**config.mk**
```make
export PLATFORM = sky130hd
export DESIGN_NAME = refclk_gen
export DESIGN_NICKNAME = d
export VERILOG_FILES = /design/src/rtl/refclk_pkg.sv /design/src/rtl/refclk_regs.sv /design/src/rtl/refclk_activity.sv /design/src/rtl/refclk_frac_div.sv /design/src/rtl/refclk_gen.sv
export SDC_FILE = /design/constraint.sdc
export NUM_CORES = 1
export LEC_CHECK = 0
export BUFFER_PORTS_ARGS = -buffer_cell sky130_fd_sc_hd__clkbuf_2
export CELL_PAD_IN_SITES_DETAIL_PLACEMENT = 1
export CELL_PAD_IN_SITES_GLOBAL_PLACEMENT = 1
export CORE_ASPECT_RATIO = 0.5
export CORE_MARGIN = 2
export CORE_UTILIZATION = 45
export CTS_BUF_LIST = sky130_fd_sc_hd__clkbuf_16
export DETAILED_ROUTE_END_ITERATION = 12
export GPL_TIMING_DRIVEN = 0
export PLACE_DENSITY_LB_ADDON = 0.2
export SYNTH_ARGS = -nofsm -noshare
export SYNTH_HDL_FRONTEND = slang
export SYNTH_SLANG_ARGS = --single-unit
```
**constraint.sdc**
```tcl
create_clock -name clk -period 8.1 [get_ports clk]
set_clock_uncertainty 0.15 [all_clocks]
set_input_delay 0.81 -clock clk [delete_from_list [all_inputs] [get_ports clk]]
set_output_delay 0.81 -clock clk [all_outputs]
set_load 0.005 [all_outputs]
```
**src/rtl/refclk_pkg.sv**
```systemverilog
package refclk_pkg;
  localparam int SEL_LSB   = 0;
  localparam int SEL_W     = 4;
  localparam int RUN_BIT   = 8;
  localparam int APPLY_BIT = 9;
  localparam int GATE_BIT  = 12;
  localparam int EN_BIT    = 15;
  localparam int DIV_LSB   = 16;
  localparam int DIV_W     = 15;
  localparam int FRAC_LSB  = 23;
  localparam int FRAC_W    = 9;
  localparam int WORD_W    = 32;
endpackage

```
**src/rtl/refclk_regs.sv**
```systemverilog
module refclk_regs
  import refclk_pkg::*;
(
  input  logic              clk,
  input  logic              rst_n,
  input  logic              wr_en,
  input  logic              wr_sel,
  input  logic [WORD_W-1:0] wr_data,
  input  logic              running,
  input  logic              taken,
  output logic [SEL_W-1:0]  sel,
  output logic              en,
  output logic              gate,
  output logic              apply_req,
  output logic [DIV_W-1:0]  div_pend,
  output logic [FRAC_W-1:0] frac_pend
);
  logic wr_ctrl, wr_frac;
  assign wr_ctrl = wr_en && !wr_sel;
  assign wr_frac = wr_en && wr_sel;

  always_ff @(posedge clk or negedge rst_n) begin
    if (!rst_n) begin
      sel       <= '0;
      en        <= 1'b0;
      gate      <= 1'b0;
      apply_req <= 1'b0;
      div_pend  <= '0;
      frac_pend <= '0;
    end else begin
      if (wr_ctrl) begin
        en       <= wr_data[EN_BIT];
        gate     <= wr_data[GATE_BIT];
        div_pend <= wr_data[DIV_LSB +: DIV_W];
        if (!running) sel <= wr_data[SEL_LSB +: SEL_W];
      end
      if (wr_frac) frac_pend <= wr_data[FRAC_LSB +: FRAC_W];
      if (wr_ctrl && wr_data[APPLY_BIT]) apply_req <= 1'b1;
      else if (taken)                    apply_req <= 1'b0;
    end
  end
endmodule

```
**src/rtl/refclk_activity.sv**
```systemverilog
module refclk_activity #(
  parameter int OFF_DLY = 4
) (
  input  logic clk,
  input  logic rst_n,
  input  logic en,
  output logic running
);
  localparam int CNT_W = $clog2(OFF_DLY + 1);
  logic [CNT_W-1:0] drain;

  always_ff @(posedge clk or negedge rst_n) begin
    if (!rst_n) begin
      drain   <= '0;
      running <= 1'b0;
    end else begin
      running <= en || (drain != '0);
      if (en)                drain <= CNT_W'(OFF_DLY);
      else if (drain != '0)  drain <= drain - 1'b1;
    end
  end
endmodule

```
**src/rtl/refclk_frac_div.sv**
```systemverilog
module refclk_frac_div
  import refclk_pkg::*;
(
  input  logic              clk,
  input  logic              rst_n,
  input  logic              en,
  input  logic              src_lvl,
  input  logic              apply_req,
  input  logic [DIV_W-1:0]  div_pend,
  input  logic [FRAC_W-1:0] frac_pend,
  output logic              taken,
  output logic              ref_lvl
);
  localparam int CNT_W = DIV_W + 1;

  logic              s_q, s_d, rise;
  logic [DIV_W-1:0]  div_act;
  logic [FRAC_W-1:0] frac_act, acc;
  logic              ext;
  logic              tog;
  logic [CNT_W-1:0]  cnt, last;
  logic [FRAC_W:0]   sum;

  assign rise  = s_q && !s_d;
  assign taken = apply_req && (rise || !en);
  assign last  = {1'b0, div_act} + CNT_W'(ext) - 1'b1;
  assign sum   = {1'b0, acc} + {1'b0, frac_act};

  always_ff @(posedge clk or negedge rst_n) begin
    if (!rst_n) begin
      s_q <= 1'b0;
      s_d <= 1'b0;
    end else begin
      s_q <= src_lvl;
      s_d <= s_q;
    end
  end

  always_ff @(posedge clk or negedge rst_n) begin
    if (!rst_n) begin
      div_act  <= '0;
      frac_act <= '0;
    end else if (taken) begin
      div_act  <= div_pend;
      frac_act <= frac_pend;
    end
  end

  always_ff @(posedge clk or negedge rst_n) begin
    if (!rst_n) begin
      cnt <= '0;
      acc <= '0;
      ext <= 1'b0;
      tog <= 1'b0;
    end else if (!en) begin
      cnt <= '0;
      acc <= '0;
      ext <= 1'b0;
      tog <= 1'b0;
    end else if (taken) begin
      cnt <= '0;
      acc <= '0;
      ext <= 1'b0;
    end else if (rise && div_act != '0) begin
      if (cnt == last) begin
        cnt <= '0;
        tog <= !tog;
        acc <= sum[FRAC_W-1:0];
        ext <= sum[FRAC_W];
      end else begin
        cnt <= cnt + 1'b1;
      end
    end
  end

  assign ref_lvl = (div_act == '0) ? s_q : tog;
endmodule

```
**src/rtl/refclk_gen.sv**
```systemverilog
module refclk_gen
  import refclk_pkg::*;
#(
  parameter int NSRC    = 16,
  parameter int OFF_DLY = 4
) (
  input  logic              clk,
  input  logic              rst_n,
  input  logic [NSRC-1:0]   src_clk,
  input  logic              wr_en,
  input  logic              wr_sel,
  input  logic [WORD_W-1:0] wr_data,
  output logic [WORD_W-1:0] ctrl_q,
  output logic [WORD_W-1:0] trim_q,
  output logic              ref_out
);
  logic [SEL_W-1:0]  sel;
  logic              en, gate, apply_req, running, taken, ref_lvl, src_lvl;
  logic [DIV_W-1:0]  div_pend;
  logic [FRAC_W-1:0] frac_pend;
  logic [(1<<SEL_W)-1:0] src_pad;

  generate
    if (NSRC >= (1 << SEL_W)) begin : g_full
      assign src_pad = src_clk[(1<<SEL_W)-1:0];
    end else begin : g_pad
      assign src_pad = {{((1<<SEL_W)-NSRC){1'b0}}, src_clk};
    end
  endgenerate

  assign src_lvl = src_pad[sel];

  refclk_regs u_regs (
    .clk, .rst_n, .wr_en, .wr_sel, .wr_data,
    .running, .taken,
    .sel, .en, .gate, .apply_req, .div_pend, .frac_pend
  );

  refclk_activity #(.OFF_DLY(OFF_DLY)) u_act (
    .clk, .rst_n, .en, .running
  );

  refclk_frac_div u_div (
    .clk, .rst_n, .en, .src_lvl, .apply_req, .div_pend, .frac_pend,
    .taken, .ref_lvl
  );

  always_comb begin
    ctrl_q = '0;
    ctrl_q[SEL_LSB +: SEL_W] = sel;
    ctrl_q[RUN_BIT]          = running;
    ctrl_q[APPLY_BIT]        = apply_req;
    ctrl_q[GATE_BIT]         = gate;
    ctrl_q[EN_BIT]           = en;
    ctrl_q[DIV_LSB +: DIV_W] = div_pend;
    trim_q = '0;
    trim_q[FRAC_LSB +: FRAC_W] = frac_pend;
  end

  assign ref_out = en && gate && ref_lvl;
endmodule

```
# Word-level counts from Yosys, hierarchy flattened
# Cells that the tools add are included.
[classes] add_sub_neg=5 multipliers=0 n_div=0 order_cmp=1 n_eq_ne=6 shifts=0 n_mux=23 bitwise=1 reduce_logical=22
[op_table] op="two-way mux 16 bit" count=4
[op_table] op="two-way mux 9 bit" count=4
[op_table] op="adder 15 x 1 -> 16 bit" count=1
[op_table] op="adder 16 x 1 -> 16 bit (second input constant)" count=1
[op_table] op="equality test 16 bit" count=1
[op_table] op="subtractor 16 x 1 -> 16 bit (second input constant)" count=1
[op_table] op="logical NOT 15 bit" count=1
[op_table] op="nonzero test 15 bit" count=1
[op_table] op="two-way mux 1 bit" count=12
[op_table] op="adder 9 x 9 -> 10 bit" count=1
[op_table] op="logical AND 1 bit" count=8
[op_table] op="two-way mux 3 bit" count=2
[op_table] op="inequality test 3 x 2 -> 1 bit (second input constant)" count=2
[op_table] op="< comparator 4 x 5 -> 1 bit (second input constant)" count=1
[op_table] op="binary-select mux 1 bit (select 4 bit)" count=1
[op_table] op="logical NOT 1 bit" count=4
[op_table] op="inequality test 2 x 1 -> 1 bit (second input constant)" count=2
[op_table] op="AND reduction 2 bit" count=2
[op_table] op="nonzero test 2 bit" count=2
[op_table] op="AND reduction 3 bit" count=1
[op_table] op="nonzero test 3 bit" count=1
[op_table] op="subtractor 3 x 1 -> 3 bit (second input constant)" count=1
[op_table] op="logical OR 1 bit" count=2
[op_table] op="inequality test 2 bit (second input constant)" count=1
[op_table] op="inverter 1 bit" count=1
[word_totals] regBits=88 latchBits=0 ramBits=0 rom_bits=0 inputBits=52 out_inout_bits=65 wordCells=74 mem_count=0

# Depth between registers and ports, before layout
[logic_depth] word_depth=7 mapped_depth=12 depth_no_buf=10

# Hierarchy
# From an unflattened synthesis, not the netlist that was laid out.
[hier_totals] cells_unflattened=450 hier_area_um2=5057.4
[by_module_without_submodules] module="refclk_frac_div" instances=1 cells_per_inst=319 area_per_inst_um2=3259.4 seq_area_each_um2=1326.3
[by_module_without_submodules] module="refclk_regs" instances=1 cells_per_inst=68 area_per_inst_um2=1171.1 seq_area_each_um2=775.7
[by_module_without_submodules] module="refclk_gen" instances=1 cells_per_inst=45 area_per_inst_um2=415.4 seq_area_each_um2=0.0
[by_module_without_submodules] module="refclk_activity" instances=1 cells_per_inst=18 area_per_inst_um2=211.5 seq_area_each_um2=100.1

# Least setup slack after synthesis
# OpenSTA, ideal clock, no wires.
[synth_path] path_kind="flip-flop to output port" from="register u_div.div_act[2]" to="output ref_out" t_arrival_ps=1776 slack_ps=5364 stages_incl_launch_ff=7 path_buffers=1 cell_sequence="dfrtp_1 -> or4_1 -> buf_2 -> nor4_2 -> nand3_1 -> mux2i_1 -> nor2_1"
[synth_between] elab_chain_cells=3
[synth_rtl] item="start: declaration" line_no="refclk_frac_div.sv:17" source="logic [DIV_W-1:0] div_act;"
[synth_rtl] item="start signal: assignment" line_no="refclk_frac_div.sv:44" source="div_act <= div_pend;"
[synth_rtl] item="logical NOT 15 bit" line_no="refclk_frac_div.sv:76" source="assign ref_lvl = (div_act == '0) ? s_q : tog;"
[synth_rtl] item="two-way mux 1 bit" line_no="refclk_frac_div.sv:76"
[synth_rtl] item="logical AND 1 bit" line_no="refclk_gen.sv:60" source="assign ref_out = en && gate && ref_lvl;"
[synth_rtl] item="end: declaration" line_no="refclk_gen.sv:15" source="output logic ref_out"
# No other way between the ends.

# Worst setup path after layout
# Ends and elaborated chain as after synthesis.

==> reports/qor.csv <==
stage,metric,value,unit
worst_setup_path,Startpoint Class,register,
worst_setup_path,Setup CP Type,register to primary output,
timing,final period utilization,0.425,
place,"worst slack, placed",4.76,ns
clock_tree,Clock Latency Late Sink,0.34,ns
timing,setup TNS,0,ns
detailed_routing,DRT antenna net count,0,
detailed_routing,per-cell routed wire length,16.6,um
die,Ports,117,
timing,RSZ-0062 raised after global routing,false,
worst_setup_path,FF-to-FF setup slack,4.72,ns
detailed_routing,DRT Wirelength,11.8,mm
clock_tree,clock-pin slew on the worst setup and hold paths,0.06,ns
global_route,first-pass GRT wire length,19.9,mm
final_layout,area grow syn2layout,20.0,%
place,PortBufs,75,
clock_tree,TritonCTS clock tree,built,
detailed_routing,metal3 WL,471,um
global_route,vias in the first global route,3890,
synth,"Seq/Total Area, Yosys",0.445,
clock_tree,hold_buf cts,0,
synth,Synth async-reset ratio,1.00,
synth,"Distinct cells, synth",55,
die,Core Box Area,10400,sq um
power_and_ir_drop,power per cell area,280,nW/um^2
worst_setup_path,RR Endpoint,u_div.acc[5],
timing,Final Setup Violations,0,
synth,ys flop type,dfrtp_1,
timing,Final Max Slew Viols,0,
final_layout,layout cells sized above 1,0.356,
worst_setup_path,FF-to-FF Start,u_div.ext,
timing,fmax,290,MHz
worst_setup_path,Reg2Reg Depth,12,
worst_setup_path,critical path required time,7.14,ns
global_route,GR Overflow Total,0,
power_and_ir_drop,static leakage,2.73,nW
timing,Slew headroom,0.466,
detailed_routing,# DRC,0,
synth,Post-Syn Area,4940,sq um
worst_setup_path,crit path DAT,2.49,ns
clock_tree,CTS max path bufs,2,
timing,Worst Tran Pin Value,0.796,ns
clock_tree,Root Buffer,clkbuf_16,
global_route,initial antenna violation count,0,
die,Site Rows,26,
place,detailed placement HPWL,9.09,mm
detailed_routing,met1 WL,5.44,mm
final_layout,Layout Nets,632,
synth,number of synthesized flops with an enable pin,0,
clock_tree,clk sink count,88,
power_and_ir_drop,Peak VDD IR,0.115,mV
detailed_routing,vias post-DR,3643,
die,Initial Util,0.473,
clock_tree,CTS buffer count,9,
final_layout,diode count,0,
timing,post-route setup slack,4.65,ns
synth,Synth Instances,447,
synth,Synth warnings,0,
flow_run,max_cap viols,0,
timing,Fin. Hold Viols,0,
global_route,GRT Total Usage,0.211,
die,Die Ht,78.1,um
timing,fin crit period,3.45,ns
synth,"flops & latches, synth",88,
worst_setup_path,crit end category,primary output,
global_route,largest net degree at the start of global routing,57,
die,width of the die,152,um
worst_hold_path,Hold WC Path Type,primary input to async pin,
detailed_routing,DRT iter0 DRCs,132,
die,Die Area,11900,sq um
detailed_routing,vias per inst,5.13,
place,final RePlAce weighted congestion,0.798,
outcome,outcome,"finished, final reports clean",
clock_tree,Post-CTS Setup Inserts,0,
detailed_routing,Max Used Layer,met4,
clock_tree,H-tree depth,3,
clock_tree,post_cts resized,0,
synth,mean post-synth cell area,11.1,sq um
detailed_routing,met2 wire length,5.71,mm
detailed_routing,First-pass DRT Iterations,6,
worst_setup_path,CP Max Fanout,8,
## synth_stat cells, drive strengths merged (4+ instances only)
library cell | n | area, sq um
nor3 | 6 | 30.0
nand3 | 11 | 55.1
a21oi | 10 | 50.1
dfrtp | 88 | 2200
nand4 | 8 | 65.1
nor2b | 5 | 31.3
mux2 | 54 | 608
nor3b | 4 | 30.0
o22ai | 10 | 68.8
mux2i | 5 | 50.1
and3 | 5 | 31.3
xnor2 | 24 | 210
nand2 | 14 | 55.1
buf | 43 | 307
clkbuf | 6 | 22.5
ha | 14 | 175
mux4 | 5 | 113
nor4 | 8 | 68.8
o21ai | 8 | 40.0
xor2 | 16 | 140
nor2 | 33 | 124
nand2b | 9 | 56.3
inv | 25 | 93.8
o21a | 4 | 30.0
## layout make-up
type | count | area (sq um)
buffer | 49 | 329
multi-input combinational | 316 | 2430
clock buffer | 9 | 225
inverter | 25 | 93.8
clock inverter | 7 | 68.8
fill | 1200 | 4510
sequential | 88 | 2200
timing repair buffer | 76 | 405
tap | 140 | 175
## registers in the layout, indices dropped and copies added, names as in the netlist, 3 cells and up
name,count
u_div.cnt,16
u_div.div_act,15
u_regs.div_pend,15
u_div.acc,9
u_div.frac_act,9
u_regs.frac_pend,9
u_regs.sel,4
u_act.drain,3
## per-stage QoR
step / hold WS, ns / cell area [sq um] / utilization / cells / power (mW)
detailed placement: 0.286 / 5640 / 0.540 / 694 / 1.26
finish: 0.304 / 5930 / 0.568 / 710 / 1.66
global route: 0.331 / 5930 / 0.568 / 710 / 1.77
global placement: 0.285 / 5610 / 0.537 / 693 / 1.21
floorplan: 0.224 / 5060 / - / 478 / 1.07
CTS: 0.308 / 5930 / 0.568 / 710 / 1.68
## worst max-delay path, cell delays in order, from the launching register on
cell and delay (ns):
dfrtp_1 0.44, or4_1 0.53, buf_2 0.20, nor4_2 0.40, nand3_1 0.18, mux2i_1 0.22, nor2_1 0.06, clkbuf_2 0.11
## metal layers
metal / GRT usage / vias up
met5: 0 / -
met2: 0.361 / 76
li1: - / 1748
met4: 0.0561 / 0
met3: 0.0475 / 15
met1: 0.273 / 1804
## layout by cell type, fill, tap and decap left out, types with 4 or more instances in the layout
master / instances
o22ai_1: 9
nand3_1: 11
dfrtp_1: 88
inv_1: 25
mux4_2: 5
buf_4: 38
o21a_1: 4
xnor2_1: 24
clkbuf_16: 9
mux2_2: 54
xor2_1: 16
and3_1: 5
nor2_1: 33
nor3b_1: 4
mux2i_1: 5
nand2b_1: 9
clkbuf_2: 74
ha_1: 14
clkbuf_1: 6
a21oi_1: 10
nor2b_1: 5
nor4_1: 5
conb_1: 32
nand2_1: 13
nor3_1: 6
nand4_1: 7
o21ai_0: 8
## cell families after synthesis
group	count (synthesis)	synth area share
adders and majority gates	15	0.0395
and+or+nand+nor	116	0.135
AOI/OAI and AO/OA	49	0.0668
buffers and inverters	74	0.0855
muxes	64	0.156
xor gates and xnor gates	40	0.0709
DFF	88	0.445
other	1	0.000759
## how the worst max path moves through the flow
stage / slack, ns / depth (start not counted) / start / endpoint
floorplan: 5.36 / 6 / u_div.div_act[2] / ref_out
global placement: 4.90 / 12 / u_div.ext / u_div.acc[4]
detailed placement: 4.76 / 12 / u_div.ext / u_div.acc[4]
CTS: 4.64 / 7 / u_div.div_act[2] / ref_out
global route: 4.46 / 12 / u_div.ext / u_div.acc[4]
finish: 4.65 / 7 / u_div.div_act[2] / ref_out
## report_power, final
| part | leakage (nW) | internal, mW | switching, mW |
|---|---|---|---|
| registers | 1.10 | 0.547 | 0.123 |
| logic | 1.49 | 0.291 | 0.288 |
| clock network | 0.144 | 0.239 | 0.175 |
| total | 2.73 | 1.08 | 0.586 |
Note: power is estimated with default switching activity, not from simulation.
